--- config.mk ---
export PLATFORM = sky130hd
export DESIGN_NAME = ccd_line_sequencer
export DESIGN_NICKNAME = d
export VERILOG_FILES = /design/src/rtl/ccd_seq_pkg.sv /design/src/rtl/ccd_clk_div.sv /design/src/rtl/ccd_seg_decode.sv /design/src/rtl/ccd_purge_gen.sv /design/src/rtl/ccd_line_sequencer.sv
export SDC_FILE = /design/constraint.sdc
export NUM_CORES = 1
export LEC_CHECK = 0
export BUFFER_PORTS_ARGS = -buffer_cell sky130_fd_sc_hd__buf_2
export CAP_MARGIN = 25
export CORE_MARGIN = 8
export CORE_UTILIZATION = 45
export DETAILED_ROUTE_END_ITERATION = 7
export PLACE_DENSITY_LB_ADDON = 0.1
export SLEW_MARGIN = 40
export SYNTH_ARGS = -nofsm -noshare
export SYNTH_HDL_FRONTEND = slang
export SYNTH_SLANG_ARGS = --single-unit
--- constraint.sdc ---
create_clock -name clk -period 4.8 [get_ports clk]
set_input_delay 0.96 -clock clk [delete_from_list [all_inputs] [get_ports clk]]
set_output_delay 0.96 -clock clk [all_outputs]
set_load 0.005 [all_outputs]
--- src/rtl/ccd_seq_pkg.sv ---
package ccd_seq_pkg;

    typedef enum logic [1:0] {
        SEG_LEAD = 2'd0,
        SEG_OB   = 2'd1,
        SEG_EFF  = 2'd2,
        SEG_TAIL = 2'd3
    } seg_e;

    typedef enum logic [1:0] {
        ST_IDLE  = 2'd0,
        ST_XFER  = 2'd1,
        ST_SHIFT = 2'd2
    } seq_state_e;

endpackage

--- src/rtl/ccd_clk_div.sv ---
module ccd_clk_div #(
    parameter int DIV_W = 16
) (
    input  logic             clk,
    input  logic             rst_n,
    input  logic             en,
    input  logic [DIV_W-1:0] half,
    output logic             tick
);

    logic [DIV_W-1:0] cnt;

    assign tick = en && (cnt == half - 1'b1);

    always_ff @(posedge clk or negedge rst_n) begin
        if (!rst_n) begin
            cnt <= '0;
        end else if (!en || tick) begin
            cnt <= '0;
        end else begin
            cnt <= cnt + 1'b1;
        end
    end

    // the phase count never reaches the half-period it divides by
    assert_cnt_in_range_R1: assert property (@(posedge clk) disable iff (!rst_n)
        en |-> (cnt < half));

endmodule

--- src/rtl/ccd_seg_decode.sv ---
module ccd_seg_decode
    import ccd_seq_pkg::*;
#(
    parameter int LINE_W = 13,
    parameter int N_LEAD = 24,
    parameter int N_OB   = 30,
    parameter int N_GAP  = 2,
    parameter int N_EFF  = 3000
) (
    input  logic [LINE_W-1:0] idx,
    output seg_e              seg
);

    localparam int B_OB  = N_LEAD;
    localparam int B_GAP = B_OB + N_OB;
    localparam int B_EFF = B_GAP + N_GAP;
    localparam int B_TL  = B_EFF + N_EFF;

    always_comb begin
        if (idx < LINE_W'(B_OB))       seg = SEG_LEAD;
        else if (idx < LINE_W'(B_GAP)) seg = SEG_OB;
        else if (idx < LINE_W'(B_EFF)) seg = SEG_LEAD;
        else if (idx < LINE_W'(B_TL))  seg = SEG_EFF;
        else                           seg = SEG_TAIL;
    end

endmodule

--- src/rtl/ccd_purge_gen.sv ---
module ccd_purge_gen #(
    parameter int LINE_W = 13
) (
    input  logic              clk,
    input  logic              rst_n,
    input  logic              fall_evt,
    input  logic              line_end,
    input  logic              arm_en,
    input  logic [LINE_W-1:0] dly,
    input  logic [LINE_W-1:0] next_idx,
    output logic              purge
);

    always_ff @(posedge clk or negedge rst_n) begin
        if (!rst_n) begin
            purge <= 1'b0;
        end else if (line_end) begin
            purge <= 1'b0;
        end else if (fall_evt) begin
            purge <= arm_en && (next_idx == dly);
        end
    end

    // a purge pulse only exists in a line that armed it
    assert_purge_armed_R8: assert property (@(posedge clk) disable iff (!rst_n)
        purge |-> arm_en);

endmodule

--- src/rtl/ccd_line_sequencer.sv ---
module ccd_line_sequencer
    import ccd_seq_pkg::*;
#(
    parameter int CLK_HZ      = 200_000_000,
    parameter int PIX_MIN_HZ  = 100_000,
    parameter int PIX_MAX_HZ  = 1_000_000,
    parameter int DIV_W       = 16,
    parameter int LINE_W      = 13,
    parameter int MIN_LINE    = 3100,
    parameter int XFER_HALVES = 4,
    parameter int N_LEAD      = 24,
    parameter int N_OB        = 30,
    parameter int N_GAP       = 2,
    parameter int N_EFF       = 3000,
    parameter int N_TAIL      = 10
) (
    input  logic              clk,
    input  logic              rst_n,
    input  logic              run,
    input  logic [DIV_W-1:0]  div_half,
    input  logic [LINE_W-1:0] line_len,
    input  logic              purge_en,
    input  logic [LINE_W-1:0] purge_dly,
    output logic              pix_clk,
    output logic              xfer,
    output logic              purge,
    output logic              line_start,
    output logic              elem_valid,
    output logic [LINE_W-1:0] elem_idx,
    output logic [1:0]        elem_seg
);

    localparam int HALF_MIN   = (CLK_HZ + 2 * PIX_MAX_HZ - 1) / (2 * PIX_MAX_HZ);
    localparam int HALF_MAX   = CLK_HZ / (2 * PIX_MIN_HZ);
    localparam int LAYOUT_LEN = N_LEAD + N_OB + N_GAP + N_EFF + N_TAIL;
    localparam int XC_W       = $clog2(XFER_HALVES + 1);

    seq_state_e        state_q, state_d;
    logic [DIV_W-1:0]  half_c, half_q;
    logic [LINE_W-1:0] len_c, len_q, dly_q, pcnt;
    logic              arm_q, tick, load;
    logic              fall_evt, rise_evt, end_evt, xfer_done;
    logic [XC_W-1:0]   xcnt;
    seg_e              seg;

    // setting clamps
    always_comb begin
        if (div_half < DIV_W'(HALF_MIN))      half_c = DIV_W'(HALF_MIN);
        else if (div_half > DIV_W'(HALF_MAX)) half_c = DIV_W'(HALF_MAX);
        else                                  half_c = div_half;
        len_c = (line_len < LINE_W'(MIN_LINE)) ? LINE_W'(MIN_LINE) : line_len;
    end

    ccd_clk_div #(.DIV_W(DIV_W)) u_div (
        .clk   (clk),
        .rst_n (rst_n),
        .en    (state_q != ST_IDLE),
        .half  (half_q),
        .tick  (tick)
    );

    assign fall_evt  = (state_q == ST_SHIFT) && tick && pix_clk;
    assign rise_evt  = (state_q == ST_SHIFT) && tick && !pix_clk;
    assign end_evt   = rise_evt && (pcnt == len_q);
    assign xfer_done = (state_q == ST_XFER) && tick && (xcnt == XC_W'(XFER_HALVES - 1));

    // next-state logic
    always_comb begin
        state_d = state_q;
        unique case (state_q)
            ST_IDLE:  if (run)       state_d = ST_XFER;
            ST_XFER:  if (xfer_done) state_d = ST_SHIFT;
            ST_SHIFT: if (end_evt)   state_d = run ? ST_XFER : ST_IDLE;
            default:                 state_d = ST_IDLE;
        endcase
    end

    assign load = (state_d == ST_XFER) && (state_q != ST_XFER);

    // state register
    always_ff @(posedge clk or negedge rst_n) begin
        if (!rst_n) state_q <= ST_IDLE;
        else        state_q <= state_d;
    end

    // outputs and line datapath
    always_ff @(posedge clk or negedge rst_n) begin
        if (!rst_n) begin
            pix_clk    <= 1'b1;
            xfer       <= 1'b0;
            line_start <= 1'b0;
            elem_valid <= 1'b0;
            elem_idx   <= '0;
            pcnt       <= '0;
            xcnt       <= '0;
            half_q     <= DIV_W'(HALF_MIN);
            len_q      <= LINE_W'(MIN_LINE);
            arm_q      <= 1'b0;
            dly_q      <= '0;
        end else begin
            xfer       <= (state_d == ST_XFER);
            line_start <= load;
            elem_valid <= rise_evt;
            if (load) begin
                half_q <= half_c;
                len_q  <= len_c;
                arm_q  <= purge_en;
                dly_q  <= purge_dly;
                xcnt   <= '0;
                pcnt   <= '0;
            end else if ((state_q == ST_XFER) && tick) begin
                xcnt <= xcnt + 1'b1;
            end
            if (fall_evt) begin
                pix_clk  <= 1'b0;
                elem_idx <= pcnt;
                pcnt     <= pcnt + 1'b1;
            end else if (rise_evt) begin
                pix_clk <= 1'b1;
            end
        end
    end

    ccd_purge_gen #(.LINE_W(LINE_W)) u_purge (
        .clk      (clk),
        .rst_n    (rst_n),
        .fall_evt (fall_evt),
        .line_end (end_evt),
        .arm_en   (arm_q),
        .dly      (dly_q),
        .next_idx (pcnt),
        .purge    (purge)
    );

    ccd_seg_decode #(
        .LINE_W (LINE_W),
        .N_LEAD (N_LEAD),
        .N_OB   (N_OB),
        .N_GAP  (N_GAP),
        .N_EFF  (N_EFF)
    ) u_seg (
        .idx (elem_idx),
        .seg (seg)
    );

    assign elem_seg = seg;

    assert_pix_held_R2: assert property (@(posedge clk) disable iff (!rst_n)
        xfer |-> pix_clk);

    assert_count_bound_R4: assert property (@(posedge clk) disable iff (!rst_n)
        (state_q == ST_SHIFT) |-> (pcnt <= len_q));

    assert_tail_tag_R5: assert property (@(posedge clk) disable iff (!rst_n)
        (elem_idx >= LINE_W'(LAYOUT_LEN)) |-> (elem_seg == SEG_TAIL));

    assert_valid_on_rise_R6: assert property (@(posedge clk) disable iff (!rst_n)
        elem_valid |-> (pix_clk && !$past(pix_clk)));

    assert_start_on_gate_R7: assert property (@(posedge clk) disable iff (!rst_n)
        line_start |-> (xfer && !$past(xfer)));

    assert_purge_off_gate_R8: assert property (@(posedge clk) disable iff (!rst_n)
        purge |-> !xfer);

endmodule

======== After elaboration in Yosys (flattened, before gate mapping) ========
Cells that the tools add are included.
storage, ports and cells
  bits in registers ....................... 95
  input bits .............................. 46
  output and inout port bits .............. 20
  word-level logic and storage cells ...... 72
cells by class
  $add $sub $neg .......................... 4
  order comparisons ....................... 7
  equality and inequality tests ........... 8
  mux-type cells .......................... 21
  reductions and logical operators ........ 18
operators by type and width
  cell                     count
  $mux W16                 3
  $mux W13                 3
  $eq A13 B13 Y1           2
  $lt A13 B12 Y1 const B   2
  $lt A13 B6 Y1 const B    2
  $add A16 B1 Y16 const B  1
  $eq A16 B16 Y1           1
  $gt A16 B10 Y1 const B   1
  $lt A16 B7 Y1 const B    1
  $sub A16 B1 Y16 const B  1
  $add A13 B1 Y13 const B  1
  $lt A13 B5 Y1 const B    1
  $mux W2                  6
  $reduce_bool A2 Y1       5
  $logic_and A1 B1 Y1      9
  $mux W1                  6
  $mux W3                  2
  $pmux W2 S3              1
  $eq A2 B1 Y1 const B     2
  $add A3 B1 Y3 const B    1
  $eq A3 B2 Y1 const B     1
  $eq A2 B2 Y1 const B     1
  $logic_not A1 Y1         2
  $logic_not A2 Y1         1
  other kinds (2)          2

======== Depth between registers and ports, before layout ========
  depth in word-level cells ............... 12
  mapped depth ............................ 12
  mapped depth without buffers ............ 10

======== Modules after synthesis ========
From an unflattened synthesis, not the netlist that was laid out.
unflattened totals
  cell total of the unflattened synthesis .. 541
  area total of the unflattened synthesis .. 5307.6 um^2
modules (own cells, without submodules)
  module              instances  cells an instance  area each (um^2)  seq. area each (um^2)
  ccd_line_sequencer  1          338                3578.4            1963.1
  ccd_clk_div         1          169                1456.4            400.4
  ccd_purge_gen       1          23                 183.9             25.0
  ccd_seg_decode      1          11                 88.8              0.0

======== Worst setup path before layout ========
Ideal clock, no wire load.
  path type ............................... register to register
  start ................................... register half_q[0]
  end ..................................... register dly_q[0]
  setup time .............................. 0.127 ns
  arrival ................................. 3.215 ns
  data required time ...................... 4.673 ns
  slack ................................... 1.457 ns
  cell stages (with the launch flop) ...... 13
  buffers on the path ..................... 2
  clock period less this slack ............ 3.343 ns
  cell sequence ........................... dfrtp_1 inv_1 ha_1 or3b_2 o31ai_1 or4b_4 nor4b_4 nand4_4 and2_4 buf_6 clkinv_4 buf_8 mux2_1
on the way
  longest elaborated chain between the ends .. 10
  elaborated cells between the ends (all ways) .. 13
  classes of those cells .................. add/sub (1); eq/ne (2); mux (3); reduce/logical (7)
ends and longest elaborated chain
  item                               RTL line                   RTL
  start: declaration                 ccd_line_sequencer.sv:39   logic [DIV_W-1:0] half_c, half_q;
  start signal: assignment           ccd_line_sequencer.sv:96   half_q <= DIV_W'(HALF_MIN);
  start signal: assignment           ccd_line_sequencer.sv:105  half_q <= half_c;
  $sub A16 B1 Y16 *                  ccd_clk_div.sv:13          assign tick = en && (cnt == half - 1'b1);
  $eq A16 B16 Y1 *                   ccd_clk_div.sv:13
  $logic_and A1 B1 Y1 *              ccd_clk_div.sv:13
  $logic_and A1 B1 Y1 (2 in series)  ccd_line_sequencer.sv:63   assign rise_evt = (state_q == ST_SHIFT) && tick && !pix_clk;
  $logic_and A1 B1 Y1                ccd_line_sequencer.sv:64   assign end_evt = rise_evt && (pcnt == len_q);
  $mux W2                            ccd_line_sequencer.sv:73   ST_SHIFT: if (end_evt) state_d = run ? ST_XFER : ST_IDLE;
  $pmux W2 S3 *                      ccd_line_sequencer.sv:70   unique case (state_q)
  $eq A2 B1 Y1 *                     ccd_line_sequencer.sv:78   assign load = (state_d == ST_XFER) && (state_q != ST_XFER);
  $logic_and A1 B1 Y1 *              ccd_line_sequencer.sv:78
  end signal: assignment             ccd_line_sequencer.sv:108  dly_q <= purge_dly;
  end: declaration                   ccd_line_sequencer.sv:40   logic [LINE_W-1:0] len_c, len_q, dly_q, pcnt;
Mark *: on every way between the ends. The rest lies on a longest branch, timed or not.
A chain may end at the register's enable or synchronous reset.

======== Final worst setup path ========
  start ................................... register half_q[0]
  end ..................................... register dly_q[12]
The elaborated chain is that of the path after synthesis.

==> flow_summary.toml <==
[run_status]
status = "completed"

[power_and_ir_drop]
power_density_nw_per_um2 = 362
ir_drop_mv = 0.200
leakage_nw = 2.58

[setup_path]
crit_type = "flip-flop to flip-flop"
required_ps = 5050
crit_path_end_kind = "flip-flop"
slowest_delay_ps = 520
crit_fanout = 27
critPathTopFamily = "simple AND/OR/NAND/NOR gates"
crit_buf_inv = 2
start_kind = "flip-flop"
arrival_ps = 4170
cp_cell_sequence = "inv_1, ha_1, or3b_2, o31ai_1, or4b_4, nor4b_4, nand4_4, and2_4, clkinv_4, mux2_2"
crit_path_top_delay_cell = "or4b_4"

[final_layout]
n_fill_cell = 1032
drive_gt1_frac = 0.230
final_cells = 729
nets = 632
areaGrowthSynthToFinish_pct = 13.3
final_util = 0.523
antenna_cells = 0

[timing]
tightestPinTransition_ps = 721
hold_viol_final = 0
rsz0062_at_grt = "false"
clock-skew-final_ps = 11.8
slew_headroom = 0.507
min_period_over_period = 0.818
slew_violations = 0
timing.fmax_mhz = 255
period_needed_ps = 3920
setup_viol = 0
whs_ps = 494
fin_tns_setup_ps = 0

[die]
die_x_um = 125
initial_core_util = 0.462
die_area_um2 = 15500
rows = 39
die_y_um = 125
core-area_um2 = 11500
ioPinCount = 66

[yosys]
netlist_area_um2 = 5300
syn_nets = 586
synthAdderAreaFrac = 0.0118
synth-edff-count = 0
synth_flop_cell = "dfrtp_1"
synth_compound_area_frac = 0.105
synth.top_cells.by_area = "dfrtp_1 41%, xnor2_1 7.4%, dfstp_2 4.5%"
synth_top_family_by_area = "simple AND/OR/NAND/NOR gates"
synth.mux.area_fraction = 0.0725
synth_cell_types = 58
async_flop_share = 1.00
synthCells = 535
synth_xor_area_frac = 0.103
syn_area_per_cell_um2 = 9.90
synth_warnings = 0
ys_seq_area_frac = 0.451
yosys.area_share.simple = 0.216
synthDominantCellAreaShare = 0.406
synth_top_area_cell = "dfrtp_1"
yosys_register_bits = 95

[detailed_routing]
vias_per_cell = 5.58
wl_um = 12600
first_pass_iters = 4
wire_per_inst_um = 17.2
vias = 4070
drc_errors = 0
ant_nets = 0
initialDrtViolationCount = 277

[hold_path]
hp-class = "flip-flop to flip-flop"

[grt]
antenna_found_initial = 0
gr-total-overflow = 0
gr-usage-all-layers = 0.167
grt_max_degree = 63
grt_pass1_vias = 4078
grt_pass1_wl_um = 21300

[place]
place.gp.congestion = 0.875
dp_hpwl_um = 9330
dpl.cell_count = 713
portBuffers = 65

[cts]
clk_path_buf_depth = 2
post_cts_resized = 0
cts.clk_slew.worst_paths_ps = 70
cts_setup_buffers = 0
worst_skew_pair.late_latency_ps = 360
cts_root_buffer = "clkbuf_16"
htree_levels = 3
clock_sinks = 95
ctsHoldBuffers = 0
numCtsBuffers = 9
cts_tree = "built"

[flow_run]
maxCapViolations = 0
[logic make-up after synthesis]
group / count (synthesis)
compound gates: 85
xor+xnor: 62
fa+ha+maj: 5
buf+inv: 46
flops: 95
mux: 34
simple gates: 208
[final cells by class]
cell class              instances  area, µm²  share of cell area
clock inverters                 7        106              0.0177
multi-input cells             394       2700               0.450
repair buffers                 67        347              0.0577
well taps                     143        179              0.0298
clock buffers                   9        225              0.0375
inverters                      14       57.6             0.00959
flip-flops and latches         95       2390               0.398
[placed cells by master, fill, tap and decap left out, types with 3 or more instances in the layout]
master,netlist,layout
mux2i_1,5,5
or3_1,6,6
and3_1,14,14
dfstp_2,9,9
nor2_1,34,34
o31a_1,5,5
nand3b_1,6,6
nor4_1,14,14
mux2_1,10,10
nand4_1,11,11
inv_1,13,13
o21ai_1,11,10
mux2_2,17,17
or4_1,6,6
a21o_1,3,3
a21oi_1,21,21
nand3_1,39,39
a31o_2,9,9
nand2b_1,12,12
xnor2_1,45,45
or2_2,5,5
inv_6,0,4
o31ai_1,3,3
nor2b_1,8,8
nor3_1,8,8
buf_2,3,64
a211oi_1,4,4
nand2_1,35,35
ha_1,5,5
o21ai_0,14,14
dfrtp_1,86,86
xor2_1,17,17
clkbuf_16,0,9
[final timing paths]
kind | depth (start not counted) | end | start | slack [ps]
min | 2 | len_q[10] | len_q[10] | 490
max | 10 | dly_q[12] | half_q[0] | 880
max in group asynchronous | 2 | pix_clk | rst_n | 3360
min in group asynchronous | 1 | u_div.cnt[13] | rst_n | 550
max reg2reg | 10 | dly_q[12] | half_q[0] | 880
min reg2reg | 2 | len_q[10] | len_q[10] | 490
[worst reg2reg max path, stage by stage (launching register included)]
cell      delay (ps)
dfrtp_1          420
inv_1             70
ha_1             200
or3b_2           510
o31ai_1          250
or4b_4           520
nor4b_4          400
nand4_4          400
and2_4           410
clkinv_4         250
mux2_2           380
[routing by layer]
metal | routed length, µm | global-route usage
met1 | 6600 | 0.242
met5 | 0 | 0
met4 | 274 | 0.0773
met2 | 5190 | 0.230
met3 | 505 | 0.0328
[power by group]
group	internal, mW	switching, mW
clock	0.468	0.342
combinational	0.180	0.157
sequential	0.919	0.105
total	1.57	0.604
[through the flow]
| step | power (mW) | setup slack (ps) | instance area (µm²) |
|---|---|---|---|
| 2_1_floorplan | 1.27 | 1460 | 5300 |
| 3_3_place_gp | 1.37 | 969 | 5660 |
| 3_5_place_dp | 1.38 | 879 | 5670 |
| 4_1_cts | 2.19 | 874 | 6000 |
| 5_1_grt | 2.29 | 630 | 6000 |
| 6_report | 2.17 | 876 | 6000 |
[synthesized netlist by cell type (9+ instances only)]
master,instances
dfrtp_1,86
xnor2_1,45
nand3_1,39
nand2_1,35
nor2_1,34
clkbuf_1,22
a21oi_1,21
mux2_2,17
xor2_1,17
and3_1,14
nor4_1,14
o21ai_0,14
inv_1,13
nand2b_1,12
nand4_1,11
o21ai_1,11
mux2_1,10
a31o_2,9
dfstp_2,9
[registers in the layout, indices dropped and copies added, names as in the netlist]
signal	flops
line_start	1
xcnt	3
elem_idx	13
pcnt	13
xfer	1
pix_clk	1
u_purge.purge	1
arm_q	1
state_q	2
dly_q	13
u_div.cnt	16
half_q	16
elem_valid	1
len_q	13
(Power assumes the default switching activity.)
